[config.mk]
export PLATFORM = sky130hd
export DESIGN_NAME = boot_spi_reader
export DESIGN_NICKNAME = d
export VERILOG_FILES = /design/src/rtl/bsr_pkg.sv /design/src/rtl/bsr_clkdiv.sv /design/src/rtl/bsr_shift.sv /design/src/rtl/bsr_seq.sv /design/src/rtl/bsr_outreg.sv /design/src/rtl/boot_spi_reader.sv
export SDC_FILE = /design/constraint.sdc
export NUM_CORES = 1
export LEC_CHECK = 0
export BUFFER_PORTS_ARGS = -buffer_cell sky130_fd_sc_hd__buf_2
export CORE_MARGIN = 8
export CORE_UTILIZATION = 57
export CTS_CLUSTER_SIZE = 12
export DETAILED_ROUTE_END_ITERATION = 6
export PLACE_DENSITY = 0.77
export SYNTH_ARGS = -nofsm -noshare
export SYNTH_HDL_FRONTEND = slang
export SYNTH_SLANG_ARGS = --single-unit
[constraint.sdc]
create_clock -name clk -period 2.9 [get_ports clk]
set_clock_uncertainty 0.15 [all_clocks]
set_input_delay 0.145 -clock clk [delete_from_list [all_inputs] [get_ports clk]]
set_output_delay 0.145 -clock clk [all_outputs]
set_load 0.02 [all_outputs]
[src/rtl/bsr_pkg.sv]
package bsr_pkg;
   typedef enum logic [1:0] {
      ST_IDLE = 2'd0,
      ST_LOW  = 2'd1,
      ST_HIGH = 2'd2
   } seq_state_t;

   typedef enum logic {
      PH_CMD  = 1'b0,
      PH_DATA = 1'b1
   } phase_t;
endpackage

[src/rtl/bsr_clkdiv.sv]
module bsr_clkdiv #(
   parameter int HALF = 2
) (
   input  logic clk,
   input  logic rst_n,
   input  logic run,
   input  logic hold,
   output logic tick
);
   localparam int CW = (HALF > 1) ? $clog2(HALF) : 1;
   localparam logic [CW-1:0] LAST = CW'(HALF - 1);

   generate
      if (HALF < 1) begin : g_bad_half
         $error("bsr_clkdiv: HALF must be at least 1");
      end
   endgenerate

   logic [CW-1:0] cnt_q;

   generate
      if (HALF == 1) begin : g_fast
         always_ff @(posedge clk or negedge rst_n) begin
            if (!rst_n) cnt_q <= '0;
            else        cnt_q <= '0;
         end
         assign tick = run && (cnt_q == LAST);
      end else begin : g_count
         always_ff @(posedge clk or negedge rst_n) begin
            if (!rst_n) begin
               cnt_q <= '0;
            end else if (!run) begin
               cnt_q <= '0;
            end else if (cnt_q == LAST) begin
               if (!hold) cnt_q <= '0;
            end else begin
               cnt_q <= cnt_q + 1'b1;
            end
         end
         assign tick = run && (cnt_q == LAST);
      end
   endgenerate
endmodule

[src/rtl/bsr_shift.sv]
module bsr_shift #(
   parameter int          CMD_W    = 32,
   parameter int          WORD_W   = 32,
   parameter logic [31:0] CMD_WORD = 32'h0000_00C0
) (
   input  logic              clk,
   input  logic              rst_n,
   input  logic              load,
   input  logic              clear,
   input  logic              fall_adv,
   input  logic              rise_adv,
   input  logic              miso,
   output logic              mosi,
   output logic [WORD_W-1:0] rx_word
);
   generate
      if (CMD_W > 32 || CMD_W < 2) begin : g_bad_cmd
         $error("bsr_shift: CMD_W must lie in 2..32");
      end
      if (WORD_W < 2) begin : g_bad_word
         $error("bsr_shift: WORD_W must be at least 2");
      end
   endgenerate

   localparam logic [CMD_W-1:0] CMD_INIT = CMD_WORD[CMD_W-1:0];

   logic [CMD_W-1:0]  tx_q;
   logic [WORD_W-1:0] rx_q;

   // transmit: bit 0 is on the wire; the shift happens on each falling edge
   always_ff @(posedge clk or negedge rst_n) begin
      if (!rst_n)        tx_q <= '0;
      else if (clear)    tx_q <= '0;
      else if (load)     tx_q <= CMD_INIT;
      else if (fall_adv) tx_q <= {1'b0, tx_q[CMD_W-1:1]};
   end

   // receive: the newest bit enters at the top, so the first bit ends at bit 0
   always_ff @(posedge clk or negedge rst_n) begin
      if (!rst_n)        rx_q <= '0;
      else if (rise_adv) rx_q <= {miso, rx_q[WORD_W-1:1]};
   end

   assign mosi    = tx_q[0];
   assign rx_word = rx_q;

   assert_no_load_clear_R1 : assert property (@(posedge clk) disable iff (!rst_n)
      !(load && clear));
endmodule

[src/rtl/bsr_seq.sv]
module bsr_seq
   import bsr_pkg::*;
#(
   parameter int CMD_W  = 32,
   parameter int WORD_W = 32,
   parameter int CNT_W  = 16
) (
   input  logic             clk,
   input  logic             rst_n,
   input  logic             start,
   input  logic             abort,
   input  logic [CNT_W-1:0] word_count,
   input  logic             tick,
   input  logic             out_full,
   output logic             run,
   output logic             hold,
   output logic             load,
   output logic             clear,
   output logic             rise_adv,
   output logic             fall_adv,
   output logic             push,
   output logic             data_phase,
   output logic             sclk,
   output logic             cs_n,
   output logic             busy,
   output logic             done
);
   localparam int MAXW = (CMD_W > WORD_W) ? CMD_W : WORD_W;
   localparam int BW   = $clog2(MAXW);
   localparam logic [BW-1:0] CMD_LAST  = BW'(CMD_W - 1);
   localparam logic [BW-1:0] DATA_LAST = BW'(WORD_W - 1);

   generate
      if (CNT_W < 1) begin : g_bad_cnt
         $error("bsr_seq: CNT_W must be at least 1");
      end
   endgenerate

   seq_state_t       state_q;
   phase_t           phase_q;
   logic [BW-1:0]    bit_q;
   logic [CNT_W-1:0] left_q;
   logic             sclk_q, cs_n_q, done_q;

   logic accept, kill, adv, frame_end, last_word, finish;

   assign busy      = (state_q != ST_IDLE);
   assign accept    = !busy && start && (word_count != '0);
   assign kill      = busy && abort;
   assign hold      = (state_q == ST_LOW) && (phase_q == PH_DATA) &&
                      (bit_q == '0) && out_full;
   assign run       = busy;
   assign adv       = tick && !hold && !abort;
   assign rise_adv  = (state_q == ST_LOW)  && adv;
   assign fall_adv  = (state_q == ST_HIGH) && adv;
   assign frame_end = fall_adv &&
                      (bit_q == ((phase_q == PH_CMD) ? CMD_LAST : DATA_LAST));
   assign last_word = (left_q == CNT_W'(1));
   assign push      = frame_end && (phase_q == PH_DATA);
   assign finish    = push && last_word;
   assign load      = accept;
   assign clear     = kill || finish;

   always_ff @(posedge clk or negedge rst_n) begin
      if (!rst_n) begin
         state_q <= ST_IDLE;
         phase_q <= PH_CMD;
         bit_q   <= '0;
         left_q  <= '0;
      end else if (kill) begin
         state_q <= ST_IDLE;
         phase_q <= PH_CMD;
         bit_q   <= '0;
      end else begin
         case (state_q)
            ST_IDLE: if (accept) begin
               state_q <= ST_LOW;
               phase_q <= PH_CMD;
               bit_q   <= '0;
               left_q  <= word_count;
            end
            ST_LOW: if (rise_adv) state_q <= ST_HIGH;
            ST_HIGH: if (fall_adv) begin
               if (frame_end) begin
                  bit_q <= '0;
                  if (phase_q == PH_CMD) begin
                     phase_q <= PH_DATA;
                     state_q <= ST_LOW;
                  end else begin
                     left_q <= left_q - 1'b1;
                     if (last_word) begin
                        state_q <= ST_IDLE;
                        phase_q <= PH_CMD;
                     end else begin
                        state_q <= ST_LOW;
                     end
                  end
               end else begin
                  bit_q   <= bit_q + 1'b1;
                  state_q <= ST_LOW;
               end
            end
            default: state_q <= ST_IDLE;
         endcase
      end
   end

   always_ff @(posedge clk or negedge rst_n) begin
      if (!rst_n) begin
         sclk_q <= 1'b0;
         cs_n_q <= 1'b1;
         done_q <= 1'b0;
      end else begin
         done_q <= finish;
         if (accept)             cs_n_q <= 1'b0;
         else if (clear)         cs_n_q <= 1'b1;
         if (kill || fall_adv)   sclk_q <= 1'b0;
         else if (rise_adv)      sclk_q <= 1'b1;
      end
   end

   assign sclk       = sclk_q;
   assign cs_n       = cs_n_q;
   assign done       = done_q;
   assign data_phase = busy && (phase_q == PH_DATA);

   assert_idle_lines_R1 : assert property (@(posedge clk) disable iff (!rst_n)
      !busy |-> (cs_n_q && !sclk_q));
   assert_cs_held_R11 : assert property (@(posedge clk) disable iff (!rst_n)
      busy |-> !cs_n_q);
   assert_done_release_R8 : assert property (@(posedge clk) disable iff (!rst_n)
      done_q |-> (cs_n_q && !busy));
   assert_abort_stop_R9 : assert property (@(posedge clk) disable iff (!rst_n)
      (busy && abort) |=> (!busy && cs_n_q && !sclk_q && !done_q));
   assert_zero_count_R10 : assert property (@(posedge clk) disable iff (!rst_n)
      (!busy && start && (word_count == '0)) |=> !busy);
endmodule

[src/rtl/bsr_outreg.sv]
module bsr_outreg #(
   parameter int WORD_W = 32
) (
   input  logic              clk,
   input  logic              rst_n,
   input  logic              push,
   input  logic [WORD_W-1:0] din,
   input  logic              ready,
   output logic              valid,
   output logic [WORD_W-1:0] dout
);
   logic              valid_q;
   logic [WORD_W-1:0] data_q;

   always_ff @(posedge clk or negedge rst_n) begin
      if (!rst_n) begin
         valid_q <= 1'b0;
         data_q  <= '0;
      end else if (push) begin
         valid_q <= 1'b1;
         data_q  <= din;
      end else if (valid_q && ready) begin
         valid_q <= 1'b0;
      end
   end

   assign valid = valid_q;
   assign dout  = data_q;

   assert_no_overflow_R7 : assert property (@(posedge clk) disable iff (!rst_n)
      push |-> !valid_q);
   assert_hold_word_R7 : assert property (@(posedge clk) disable iff (!rst_n)
      (valid_q && !ready) |=> (valid_q && $stable(data_q)));
endmodule

[src/rtl/boot_spi_reader.sv]
module boot_spi_reader #(
   parameter int         CLK_DIV  = 4,
   parameter int         WORD_W   = 32,
   parameter int         CNT_W    = 16,
   parameter int         ADDR_W   = 24,
   parameter logic [7:0] READ_OPC = 8'hC0
) (
   input  logic              clk,
   input  logic              rst_n,
   input  logic              start_i,
   input  logic              abort_i,
   input  logic [CNT_W-1:0]  word_count_i,
   output logic              sclk_o,
   output logic              cs_n_o,
   output logic              mosi_o,
   input  logic              miso_i,
   output logic [WORD_W-1:0] data_o,
   output logic              valid_o,
   input  logic              ready_i,
   output logic              busy_o,
   output logic              done_o
);
   localparam int          HALF     = CLK_DIV / 2;
   localparam int          CMD_W    = 8 + ADDR_W;
   localparam logic [31:0] CMD_WORD = {{(32 - 8){1'b0}}, READ_OPC};

   generate
      if (CLK_DIV < 2 || (CLK_DIV % 2) != 0) begin : g_bad_div
         $error("boot_spi_reader: CLK_DIV must be even and at least 2");
      end
      if (ADDR_W > 24 || ADDR_W < 1) begin : g_bad_addr
         $error("boot_spi_reader: ADDR_W must lie in 1..24");
      end
   endgenerate

   logic run, hold, tick, load, clear, rise_adv, fall_adv, push, data_phase;
   logic [WORD_W-1:0] rx_word;

   bsr_clkdiv #(.HALF(HALF)) u_div (
      .clk (clk), .rst_n (rst_n), .run (run), .hold (hold), .tick (tick)
   );

   bsr_seq #(.CMD_W(CMD_W), .WORD_W(WORD_W), .CNT_W(CNT_W)) u_seq (
      .clk        (clk),
      .rst_n      (rst_n),
      .start      (start_i),
      .abort      (abort_i),
      .word_count (word_count_i),
      .tick       (tick),
      .out_full   (valid_o),
      .run        (run),
      .hold       (hold),
      .load       (load),
      .clear      (clear),
      .rise_adv   (rise_adv),
      .fall_adv   (fall_adv),
      .push       (push),
      .data_phase (data_phase),
      .sclk       (sclk_o),
      .cs_n       (cs_n_o),
      .busy       (busy_o),
      .done       (done_o)
   );

   bsr_shift #(.CMD_W(CMD_W), .WORD_W(WORD_W), .CMD_WORD(CMD_WORD)) u_shift (
      .clk      (clk),
      .rst_n    (rst_n),
      .load     (load),
      .clear    (clear),
      .fall_adv (fall_adv),
      .rise_adv (rise_adv),
      .miso     (miso_i),
      .mosi     (mosi_o),
      .rx_word  (rx_word)
   );

   bsr_outreg #(.WORD_W(WORD_W)) u_out (
      .clk   (clk),
      .rst_n (rst_n),
      .push  (push),
      .din   (rx_word),
      .ready (ready_i),
      .valid (valid_o),
      .dout  (data_o)
   );

   assert_sclk_stall_R7 : assert property (@(posedge clk) disable iff (!rst_n)
      $rose(sclk_o) |-> !$past(valid_o));
   assert_mosi_data_low_R3 : assert property (@(posedge clk) disable iff (!rst_n)
      data_phase |-> !mosi_o);
   assert_mosi_edges_R4 : assert property (@(posedge clk) disable iff (!rst_n)
      !$stable(mosi_o) |-> ($fell(sclk_o) || $fell(cs_n_o) || $rose(cs_n_o)));
   assert_done_valid_R8 : assert property (@(posedge clk) disable iff (!rst_n)
      done_o |-> valid_o);
endmodule

After elaboration in Yosys (flattened, before gate mapping) --
Index checks and enable logic that the tools add are counted. Widths: inputs -> output; s select.
Word-level totals: register bits 125, input port bits 22, output and inout bits 38, word-level logic and storage cells 99
Cells by class: add/sub/neg operators 3, equal/unequal tests 12, muxes and demuxes 37, bitwise operators 1, reductions and logical operators 34
Operators with widths (number):
- $mux 32 | 3
- $mux 16 | 4
- $pmux 16 s2 | 1
- $mux 5 | 4
- $eq 16x1->1 const B | 1
- $mux 1 | 16
- $reduce_bool 16->1 | 1
- $sub 16x1->16 const B | 1
- $logic_and 1x1->1 | 15
- $mux 2 | 6
- $pmux 5 s2 | 1
- $reduce_bool 2->1 | 5
- $ne 2x1->1 const B | 3
- $ne 3x1->1 const B | 2
- $ne 3x2->1 const B | 2
- $pmux 2 s3 | 1
- $reduce_and 3->1 | 2
- $reduce_and 6->1 | 1
- $reduce_bool 3->1 | 2
- $add 5x1->5 const B | 1
- $eq 5x5->1 const B | 1
- $logic_not 5->1 | 1
- $reduce_and 4->1 | 1
- $logic_not 1->1 | 3
- other kinds (8) | 9

Depth between registers and ports, before layout --
Gate-level depths: netlist of run 1.
word-level depth 14, depth in mapped cells 9, gate-level depth less buffers 8

Cells and area by module --
A second synthesis of run 1 with hierarchy kept.
Unflattened totals: cell total of the unflattened synthesis 393, area total of the unflattened synthesis 4998.5 um2
By module, submodules not included:
- bsr_seq | times used 1, cells each 222, area each 1901.8 um2, seq. area each 676.9 um2
- bsr_shift | times used 1, cells each 96, area each 1676.6 um2, seq. area each 1001.0 um2
- bsr_outreg | times used 1, cells each 71, area each 1377.6 um2, seq. area each 825.8 um2
- bsr_clkdiv | times used 1, cells each 4, area each 42.5 um2, seq. area each 25.0 um2

Least setup slack after synthesis of run 1 --
Ideal clock, no wire load.
path type register -> register, start point register u_seq.bit_q[0], end point register u_seq.left_q[2], setup time 0.088 ns, data arrival time 1.904 ns, data required time 2.662 ns, setup slack 0.758 ns, cell stages (with the launch flop) 10, buffers on the path 2, period minus slack after synthesis 2.142 ns, path through dfrtp_1 -> ha_1 -> and3_1 -> ha_1 -> and4_1 -> buf_2 -> a21oi_1 -> buf_2 -> o21ai_1 -> o211ai_1
Between the ends: cells in the longest elaborated chain, start to end 10, elaborated cells between the ends (all ways) 12, those cells by class eq/ne: 3; reduce/logical: 9
Ends and longest elaborated chain:
- start, declared | line bsr_seq.sv:41 | logic [BW-1:0] bit_q;
- start signal, assigned | line bsr_seq.sv:99 | bit_q <= bit_q + 1'b1;
- $logic_not 5->1 | line bsr_seq.sv:51 | (bit_q == '0) && out_full;
- $logic_and 1x1->1 | line bsr_seq.sv:50 | assign hold = (state_q == ST_LOW) && (phase_q == PH_DATA) &&
- $logic_and 1x1->1 | line bsr_seq.sv:51
- $logic_not 1->1 | line bsr_seq.sv:53 | assign adv = tick && !hold && !abort;
- $logic_and 1x1->1 (2 in a row) | line bsr_seq.sv:53
- $logic_and 1x1->1 | line bsr_seq.sv:55 | assign fall_adv = (state_q == ST_HIGH) && adv;
- $logic_and 1x1->1 | line bsr_seq.sv:56 | assign frame_end = fall_adv &&
- $ne 2x1->1 (no source line)
- $reduce_and 6->1 (no source line) (*)
- end signal, assigned | line bsr_seq.sv:80 | left_q <= word_count;
- end signal, assigned | line bsr_seq.sv:90 | left_q <= left_q - 1'b1;
- end, declared | line bsr_seq.sv:42 | logic [CNT_W-1:0] left_q;
Every way passes the cells marked *; elsewhere a longest branch is shown, timed or not. A chain may end at the register's enable or synchronous reset.

Final worst setup path of run 1 --
start point input port word_count_i[10], end point register u_seq.bit_q[3]
Between the ends: cells in the longest elaborated chain, start to end 4
Ends and longest elaborated chain:
- start, declared | line boot_spi_reader.sv:12 | input logic [CNT_W-1:0] word_count_i,
- $reduce_bool 16->1 | line bsr_seq.sv:48 | assign accept = !busy && start && (word_count != '0);
- $logic_and 1x1->1 | line bsr_seq.sv:48
- $ne 3x2->1 (no source line)
- $reduce_and 3->1 (no source line)
No other way between the ends.

==> out/qor.csv, run 1 <==
metric,value,unit
hpwl dp,6750,um
share of power burned in the clock network,23.6,%
Worst Setup End Kind,flip-flop,
largest net degree at the start of global routing,56,
Worst R2R Setup Slack,0.57,ns
mapped cell area,4450,um2
TritonCTS Buffers,9,
Combinational Power Share,25.3,%
Post-CTS Setup Repair Bufs,0,
CTS max path bufs,2,
Pint,2.31,mW
main combinational cell family by area after synthesis,simple AND/OR/NAND/NOR gates,
core outline area,7650,um2
layout cells sized above 1,19.1,%
Fill cells,586,
# port buffers,59,
Main synth FF type,dfrtp_1,
gr usage total,18.6,%
DR iter-0 viols,218,
DIE AREA,10900,um2
Critical Path AT,2.50,ns
gpl congestion,0.940,
reg2reg path depth,6,
CTS root buffer,clkbuf_8,
most frequent cells in the layout,"110 x nand2_1, 100 x dfrtp_1, 58 x buf_2, 28 x mux2_1",
post-synthesis net count,454,
post-synthesis cell count,427,
Die Width,104,um
total net switching power,1.28,mW
"most common cell after layout, fill and taps aside",nand2_1,
Antenna Violating Nets Remaining,0,
antenna violations before repair,0,
Tot Pwr,3.59,mW
H-tree lvl count,3,
xor/xnor share of the synthesized area,0,%
Synth top area share,56.2,%
drt drc,0,
Setup Crit Path Kind,input pin to flip-flop,
synthesis warning total,0,
Initial Util,58.2,%
Hold Path End,u_seq.left_q[9],
clk_lat worst skew,0.37,ns
row cnt,32,
final setup TNS,0,ns
FF-to-FF End,u_seq.left_q[7],
sw frac,35.6,%
Max Cap Viol,0,
simple-gate share of the synthesized area,20.1,%
RSZ-0062 raised after global routing,false,
Synth cell types,53,
min-delay worst type,input pin to flip-flop,
fin crit share,82.6,%
Post-Synth Adder-Cell Area,1.41,%
die height,104,um
final hold vios,0,
share of flip-flops with an asynchronous set or reset,100,%
WHS Path Cells,3,
Syn Area/Cell,10.4,um2
crit-path max FO,17,
type of origin of the critical path,input pin,
post_cts resized,0,
Min-Delay Startpoint,word_count_i[9],
Compound-Gate Fraction of Synth Area,10.2,%
#FFs+latches synth,101,
"Reg clk slew, reported paths",0.10,ns
worst r2r src,u_seq.state_q[1],
Final Net Count,531,
first-pass GRT wire length,16800,um
Slew HR,45.3,%
drt total wl,9850,um
CTS tree,yes,
slowest CP cell,a21oi_2,
"area leader, netlist",dfrtp_1,
Worst VDD drop,0.294,mV
Via density,5.59,
max frequency,0.418,GHz
CP peak stage delay,0.67,ns
critical path required time,3.01,ns
drt wl/cell,16.1,um
final setup fails,0,
Final min period,2.39,ns
actual slew at the worst max-slew pin,0.819,ns
vias in the first global route,3439,
sequential share of power,51.1,%
leak pwr,2.74,nW
Layout area overhead,17.6,%
sequential share of the synthesized area,56.8,%
multiplexer share of the synthesized area,8.77,%
outcome,finished clean,
Cell Pwr Density,687,nW/um2
Post-synth EDFFs,0,
main area contributors after synthesis,"dfrtp_1 56%, nand2_1 9.3%, mux2_1 7.1%",
Vias,3418,
grt ovf,0,
drt pass-1 iters,5,
clock sinks,101,
IO Pins,60,
number of diodes,0,
worst path cell trace,"dlygate4sd3_1, buf_2, nor4_1, nand4_1, a21oi_2, or4_1, nand3_1",
"Slew Viols, Final",0,
[final cells by class]
| type | count | area [um2] | area share (%) |
|---|---|---|---|
| Sequential cell | 101 | 2530 | 48.3 |
| Timing Repair Buffer | 85 | 551 | 10.5 |
| Tap cell | 102 | 128 | 2.44 |
| Clock buffer | 9 | 124 | 2.37 |
| Multi-Input combinational cell | 297 | 1800 | 34.4 |
| Inverter | 10 | 37.5 | 0.717 |
| Clock inverter | 7 | 62.6 | 1.20 |
[cells in the mapped netlist (2+ instances only)]
cell        n
a21o_1      3
a21oi_1    14
a21oi_2     2
a22o_1      7
a22oi_1     2
a31oi_1     2
and2_1      5
buf_1       3
buf_2       9
clkbuf_1    7
dfrtp_1   100
ha_1        5
inv_1       9
mux2_1     28
mux2_2      4
mux2i_1     3
nand2_1   110
nand2b_1    3
nand3_1     9
nand3b_1    3
nand4_1     4
nor2_1     20
nor2b_1     2
nor3_1      8
nor3b_1     2
nor4_1      5
nor4_2      2
o211ai_1    2
o21a_1      3
o21ai_0     3
o21ai_1    20
o22a_1      4
or4_1       4
[flip-flops by register name (all words and copies together) (netlist names)]
name	count
u_div.cnt_q	1
u_out.dout	32
u_out.valid	1
u_seq.bit_q	5
u_seq.cs_n	1
u_seq.done	1
u_seq.left_q	16
u_seq.phase_q	1
u_seq.sclk	1
u_seq.state_q	2
u_shift.rx_word	32
u_shift.tx_q	8
[critical path, delay by kind of cell]
family	cells	cell delay [ns]
buffers and inverters	2	0.66
and+or+nand+nor	4	1.02
AOI/OAI and AO/OA	1	0.67
[stage by stage]
stage               hold WS [ns]  utilization (%)  worst slack, ns  cells  area [um2]
floorplan                 -0.301                -            0.758    427        4450
global placement          0.0379             63.6            0.667    577        4870
finish                    0.0230             68.4            0.505    611        5230
detailed placement        0.0450             63.6            0.598    577        4870
CTS                      0.00785             68.4            0.571    611        5230
global route              0.0221             68.4            0.440    611        5230
[worst max-delay path by stage]
stage                           startpoint              end
final                     word_count_i[10]   u_seq.bit_q[3]
after global routing      word_count_i[10]   u_seq.bit_q[3]
after CTS                 word_count_i[10]   u_seq.bit_q[3]
after detailed placement  u_seq.state_q[1]  u_seq.left_q[7]
after global placement    u_seq.state_q[1]  u_seq.left_q[7]
after floorplan             u_seq.bit_q[0]  u_seq.left_q[2]
[metal layers]
metal / GRT usage, % / wire length, um / share of wire [%]
met3: 3.97 / 545 / 5.5
met1: 24.0 / 4400 / 45
met5: 0 / 0 / 0
met4: 6.31 / 187 / 1.9
met2: 30.2 / 4720 / 48
[kinds of logic after synthesis]
family          count (synthesis)
compound gates                 70
mux                            35
fa+ha+maj                       5
flops                         101
simple gates                  187
buf+inv                        29
[timing repair]
item                       4_1_cts  5_1_grt
setup endpoints to repair        0        0
hold buffers                    18        0
hold endpoints to repair        64        0
[power by group through the flow]
stage          sequential [mW]  clock [mW]  combinational [mW]
6_report                  1.84       0.847               0.911
5_1_grt                   1.87       0.924               0.999
3_3_place_gp              1.85           0               0.858
3_5_place_dp              1.86           0               0.886
2_1_floorplan             1.80           0               0.669
4_1_cts                   1.83       0.869               0.905
(Power assumes the default switching activity.)
==> run 2: changes to the inputs <==
--- a/config.mk
+++ b/config.mk
@@ -5,12 +5,13 @@
 export SDC_FILE = /design/constraint.sdc
 export NUM_CORES = 1
 export LEC_CHECK = 0
+export ABC_AREA = 1
 export BUFFER_PORTS_ARGS = -buffer_cell sky130_fd_sc_hd__buf_2
 export CORE_MARGIN = 8
-export CORE_UTILIZATION = 57
+export CORE_UTILIZATION = 58
 export CTS_CLUSTER_SIZE = 12
 export DETAILED_ROUTE_END_ITERATION = 6
-export PLACE_DENSITY = 0.77
+export PLACE_DENSITY = 0.78
 export SYNTH_ARGS = -nofsm -noshare
 export SYNTH_HDL_FRONTEND = slang
 export SYNTH_SLANG_ARGS = --single-unit
==> constraint.sdc (replaced) <==
create_clock -name clk -period 2.3 [get_ports clk]
set_clock_uncertainty 0.15 [all_clocks]
set_input_delay 0.115 -clock clk [delete_from_list [all_inputs] [get_ports clk]]
set_output_delay 0.115 -clock clk [all_outputs]
set_load 0.02 [all_outputs]
==> run 2 against run 1 <==
Synthesized cell count up 41%; flip-flop and latch count did not move; clock power is 33% higher; sequential share of layout area fell by 3.4 points; power rose by 43%; hold slack improved by 0.028 ns; die area grew 5.4%; cell count is 29% higher; core utilization up 0.83 points; area after synthesis is 8.3% higher; combinational power up 88%; count of clock-buffer cells in the layout is the same; critical path type is now flip-flop to flip-flop.
==> out/qor.csv, run 2 <==
metric,value,unit,change
outcome,finished clean,,
antenna violations before repair,0,,unchanged
Synth cell types,34,,-36%
H-tree lvl count,3,,unchanged
post_cts resized,0,,unchanged
Antenna Violating Nets Remaining,0,,unchanged
Cell Pwr Density,914,nW/um2,+33%
Final min period,2.05,ns,
row cnt,33,,+3.1%
drt wl/cell,13.7,um,-15%
fin cells,789,,+29%
core outline area,8130,um2,+6.4%
largest net degree at the start of global routing,68,,+21%
Initial Util,59.2,%,+1.0 points
drt drc,0,,unchanged
IO Pins,60,,unchanged
"most common cell after layout, fill and taps aside",nand2_1,,
most frequent cells in the layout,"201 x nand2_1, 100 x dfrtp_1, 72 x o21ai_0, 63 x inv_1, 58 x buf_2",,
vias in the first global route,4053,,+18%
mapped cell area,4820,um2,+8.3%
reg2reg path depth,9,,+3
Vias,4136,,+21%
critical path required time,2.41,ns,-0.60 ns
top-count cell post-synth,nand2_1,,
final setup fails,0,,unchanged
number of diodes,0,,unchanged
Fill cells,652,,+11%
Final Net Count,707,,+33%
TritonCTS Buffers,9,,unchanged
Synth top area share,51.9,%,-4.3 points
Layout area overhead,16.9,%,
WHS Path Cells,5,,+2
gr usage total,19.7,%,+1.1 points
clk_lat worst skew,0.36,ns,about the same
crit-path max FO,16,,-1
CTS tree,yes,,
layout cells sized above 1,14.9,%,-4.1 points
Post-synth top cells,"202 x nand2_1, 100 x dfrtp_1, 72 x o21ai_0, 63 x inv_1, 49 x nor2_1",,
CTS max path bufs,2,,unchanged
leak pwr,2.88,nW,+5.0%
Post-synth EDFFs,0,,unchanged
die height,107,um,+2.7%
grt ovf,0,,unchanged
DR iter-0 viols,199,,-8.7%
"area leader, netlist",dfrtp_1,,
clock sinks,101,,unchanged
Syn Area/Cell,8.00,um2,-23%
actual slew at the worst max-slew pin,0.475,ns,-0.345 ns
synthesis warning total,0,,unchanged
share of flip-flops with an asynchronous set or reset,100,%,unchanged
"Slew Viols, Final",0,,unchanged
Worst VDD drop,0.566,mV,+93%
gpl congestion,0.863,,-8.2%
fin crit share,89.1,%,
final hold vios,0,,unchanged
Critical Path AT,2.16,ns,-0.34 ns
placed cell count,756,,+31%
sequential share of the synthesized area,52.5,%,-4.3 points
first-pass GRT wire length,18600,um,+11%
Main synth FF type,dfrtp_1,,
Die Width,107,um,+2.7%
hpwl dp,7550,um,+12%
min-delay worst type,input pin to flip-flop,,
drt total wl,10800,um,+9.6%
RSZ-0062 raised after global routing,false,,
final setup TNS,0,ns,unchanged
max frequency,0.488,GHz,
Via density,5.24,,-6.3%
post-synthesis cell count,602,,+41%
Setup Crit Path Kind,flip-flop to flip-flop,,
CTS root buffer,clkbuf_8,,
drt pass-1 iters,5,,unchanged
type of origin of the critical path,flip-flop,,
Max Cap Viol,0,,unchanged
DIE AREA,11500,um2,+5.4%
#FFs+latches synth,101,,unchanged
Slew HR,68.4,%,+23 points
Worst Setup End Kind,flip-flop,,
post-synthesis net count,629,,+39%
"Reg clk slew, reported paths",0.10,ns,about the same
main area contributors after synthesis,"dfrtp_1 52%, nand2_1 16%, o21ai_0 7.5%",,
# port buffers,59,,unchanged
-- run 2: cell count changes in the layout (fill, tap and decap cells not counted), sizes merged, moves of 7 or more --
cell / previous run / this run
nand2: 110 / 208
inv: 14 / 69
o21ai: 23 / 77
mux2: 32 / 0
nor2: 20 / 51
nand3: 9 / 33
a21oi: 16 / 8
a22o: 7 / 0
nand4: 5 / 12
nor4: 8 / 1
-- run 2: per-stage QoR --
step	instance area (um2)	hold WS [ns]	util, %	setup slack (ns)	power (mW)
2_1_floorplan	4820	-0.331	-	0.512	3.54
3_5_place_dp	5260	-0.0449	64.7	0.309	4.00
5_1_grt	5630	0.0870	69.3	0.0951	5.51
3_3_place_gp	5260	-0.0489	64.7	0.394	3.92
4_1_cts	5630	0.00878	69.3	0.283	5.16
6_report	5630	0.0507	69.3	0.251	5.15
-- run 2: cell families (layout without fill, tap and decap cells) --
logic type / count (synthesis) / in the layout / synth area share, %
DFF: 101 / 101 / 52.5
xor gates and xnor gates: 2 / 2 / 0.364
and+or+nand+nor: 313 / 313 / 27.6
AOI/OAI and AO/OA: 93 / 93 / 10.5
buffers and inverters: 88 / 170 / 7.76
adders and majority gates: 5 / 5 / 1.30
-- run 2: path summary, 6_finish.rpt --
path                                 start                  to  slack [ns]
min in group asynchronous            rst_n     u_seq.left_q[6]        0.09
max reg2reg                 u_seq.bit_q[1]     u_seq.left_q[1]        0.25
max in group asynchronous            rst_n  u_shift.rx_word[0]        1.20
max                         u_seq.bit_q[1]     u_seq.left_q[1]        0.25
min reg2reg                u_shift.tx_q[5]     u_shift.tx_q[5]        0.33
min                        word_count_i[6]     u_seq.left_q[6]        0.05
-- run 2: cell type report --
cell class              count  area, um2  area share (%)
repair buffers             88        611            10.8
inverters                  67        251            4.46
clock inverters             6       68.8            1.22
flip-flops and latches    101       2530            44.9
clock buffers               9        124            2.20
well taps                 105        131            2.33
multi-input cells         413       1920            34.1
-- run 2: power by group --
group	switching, mW	leakage [nW]	internal, mW	total, mW
sequential	0.265	1.36	2.04	2.31
combinational	1.14	1.42	0.578	1.71
clock	0.619	0.0965	0.508	1.13
total	2.02	2.88	3.13	5.15
-- run 2: what timing repair did --
action,4_1_cts,5_1_grt
hold buffers,18,0
endpoints found under the hold margin,51,0
setup buffers,0,0
-- run 2: critical path: stages (launching register included) --
cell	delay, ns
dfrtp_1	0.38
ha_1	0.18
nand2_1	0.06
nor2_1	0.10
ha_1	0.21
nand4_4	0.18
o21bai_4	0.30
nand2_4	0.20
nand2_1	0.13
nand2_1	0.06
-- run 2: layer usage --
layer / vias to the layer above / GRT usage [%] / wire, um
met5: - / 0 / 0
met4: 0 / 7.84 / 207
met3: 20 / 4.68 / 656
met2: 117 / 31.1 / 5050
met1: 1941 / 25.7 / 4880
li1: 2058 / - / -
==> run 3: changes to the inputs <==
--- a/config.mk
+++ b/config.mk
@@ -5,13 +5,14 @@
 export SDC_FILE = /design/constraint.sdc
 export NUM_CORES = 1
 export LEC_CHECK = 0
-export ABC_AREA = 1
+export ABC_AREA = 0
 export BUFFER_PORTS_ARGS = -buffer_cell sky130_fd_sc_hd__buf_2
 export CORE_MARGIN = 8
-export CORE_UTILIZATION = 58
+export CORE_UTILIZATION = 57
 export CTS_CLUSTER_SIZE = 12
 export DETAILED_ROUTE_END_ITERATION = 6
-export PLACE_DENSITY = 0.78
+export GPL_TIMING_DRIVEN = 0
+export PLACE_DENSITY = 0.77
 export SYNTH_ARGS = -nofsm -noshare
 export SYNTH_HDL_FRONTEND = slang
 export SYNTH_SLANG_ARGS = --single-unit
==> run 3 against run 2 <==
Core utilization grew 2.0 points; non-clock buffer count rose by 19; wire length shrank 3.3%; combinational power is 23% lower; critical path type unchanged; critical endpoint is now u_shift.tx_q[6]; largest power group unchanged; highest routed layer unchanged.
==> out/qor.csv, run 3 (same netlist as run 1, synthesis figures left out) <==
metric,value,unit,change
Pint,3.02,mW,-3.6%
"Slew Viols, Final",0,,unchanged
hpwl dp,7010,um,-7.1%
Final Net Count,553,,-22%
core outline area,7650,um2,-6.0%
fin area,5450,um2,-3.3%
gpl congestion,0.905,,+4.9%
slowest CP cell,or4b_2,,
Setup Crit Path Kind,flip-flop to flip-flop,,
critical path required time,2.40,ns,about the same
Slew HR,59.2,%,-9.2 points
row cnt,32,,-3.0%
RSZ-0062 raised after global routing,true,,
vias in the first global route,3702,,-8.7%
sequential share of power,49.3,%,+4.5 points
Worst VDD drop,0.500,mV,-12%
sw frac,36.2,%,-3.0 points
DIE AREA,10900,um2,-5.1%
Die Width,104,um,-2.6%
Worst path top cell family by delay,simple AND/OR/NAND/NOR gates,,
most frequent cells in the layout,"110 x nand2_1, 100 x dfrtp_1, 65 x buf_2, 28 x mux2_1",,
Layout area overhead,22.4,%,
multi-input logic area,1860,um2,-2.9%
largest net degree at the start of global routing,56,,-18%
drt wl/cell,16.5,um,+20%
H-tree lvl count,3,,unchanged
max frequency,0.450,GHz,-7.7%
gr usage total,19.7,%,about the same
CTS tree,yes,,
CP Buf/Inv Count,2,,+2
leak pwr,2.81,nW,-2.3%
fin crit share,96.5,%,+7.4 points
share of power burned in the clock network,23.0,%,+1.1 points
die height,104,um,-2.6%
clock sinks,101,,unchanged
crit-path max FO,3,,-13
Place WS,-0.199,ns,-0.508 ns
CTS max path bufs,2,,unchanged
final core utilization,71.2,%,+2.0 points
Final WS setup,0.0801,ns,-0.171 ns
worst path cell trace,"inv_1, ha_1, or4b_2, nor4_4, buf_4, a21oi_1, a22o_1",,
first-pass GRT wire length,17800,um,-4.3%
IO Pins,60,,unchanged
"most common cell after layout, fill and taps aside",nand2_1,,
Final Hold Slack,0.0593,ns,+0.00856 ns
placed inst area,4900,um2,-6.8%
"Reg clk slew, reported paths",0.10,ns,about the same
actual slew at the worst max-slew pin,0.613,ns,+0.138 ns
Vias,3578,,-13%
final setup fails,0,,unchanged
# port buffers,59,,unchanged
Fill cells,573,,-12%
Final min period,2.22,ns,+0.171 ns
min-delay worst type,input pin to flip-flop,,
final setup TNS,0,ns,unchanged
CTS root buffer,clkbuf_8,,
Antenna Violating Nets Remaining,0,,unchanged
Combinational Power Share,27.7,%,-5.6 points
Critical Path AT,2.32,ns,+0.16 ns
Worst Setup End Kind,flip-flop,,
DR iter-0 viols,178,,-11%
drt pass-1 iters,4,,-1
Via density,5.65,,+7.8%
storage element area,2530,um2,unchanged
clk_lat worst skew,0.37,ns,about the same
Initial Util,58.2,%,-1.0 points
number of diodes,0,,unchanged
type of origin of the critical path,flip-flop,,
CP peak stage delay,0.62,ns,+0.24 ns
drt total wl,10400,um,-3.3%
layout cells sized above 1,21.7,%,+6.7 points
grt ovf,0,,unchanged
total net switching power,1.72,mW,-15%
drt drc,0,,unchanged
TritonCTS Buffers,9,,unchanged
antenna violations before repair,0,,unchanged
final hold vios,0,,unchanged
Cell Pwr Density,869,nW/um2,-5.0%
Max Cap Viol,0,,unchanged
outcome,finished clean,,
[run 3: worst paths after layout]
kind | startpoint | endpoint | slack [ns] | cells after the start
max | u_seq.left_q[1] | u_shift.tx_q[6] | 0.08 | 7
min | word_count_i[12] | u_seq.left_q[12] | 0.06 | 4
max reg2reg | u_seq.left_q[1] | u_shift.tx_q[6] | 0.08 | 7
min reg2reg | u_seq.cs_n | u_seq.cs_n | 0.32 | 2
max in group asynchronous | rst_n | u_out.dout[14] | 1.18 | 3
min in group asynchronous | rst_n | u_shift.rx_word[24] | 0.16 | 2
[run 3: layer usage]
layer | vias up | track usage [%] | wire [um]
met4 | 0 | 7.34 | 151
met3 | 20 | 5.20 | 717
met1 | 1735 | 24.4 | 4490
li1 | 1682 | - | -
met5 | - | 0 | 0
met2 | 141 | 32.3 | 5080
[run 3: power groups by stage]
stage                     logic (mW)  registers, mW  clock network, mW
after CTS                       1.24           2.29               1.11
after global routing            1.44           2.37               1.18
after detailed placement        1.17           2.33                  0
final                           1.31           2.33               1.09
after global placement          1.12           2.31                  0
after floorplan                0.844           2.27                  0
[run 3: worst min-delay path: stages]
cell and delay [ns]:
buf_2 0.10, nor2_1 0.05, a31oi_1 0.13, o22a_1 0.14
[run 3: metrics by stage]
| stage | total power [mW] | instances |
|---|---|---|
| after global routing | 5.00 | 633 |
| final | 4.73 | 633 |
| after floorplan | 3.11 | 427 |
| after detailed placement | 3.50 | 589 |
| after global placement | 3.43 | 588 |
| after CTS | 4.65 | 626 |
[run 3: final cells by class]
cell class | count | area share [%]
repair buffers | 89 | 11.0
multi-input cells | 297 | 34.2
well taps | 102 | 2.34
clock buffers | 10 | 2.53
clock inverters | 6 | 1.01
flip-flops and latches | 101 | 46.4
inverters | 10 | 0.689
plain buffers | 18 | 1.79
[run 3: repair_timing]
item	CTS	global route
setup endpoints to repair	24	72
buffers inserted	2	7
hold endpoints to repair	65	0
cloned	0	1
hold buffers	19	0
resized for setup	10	7
pin swaps	2	4
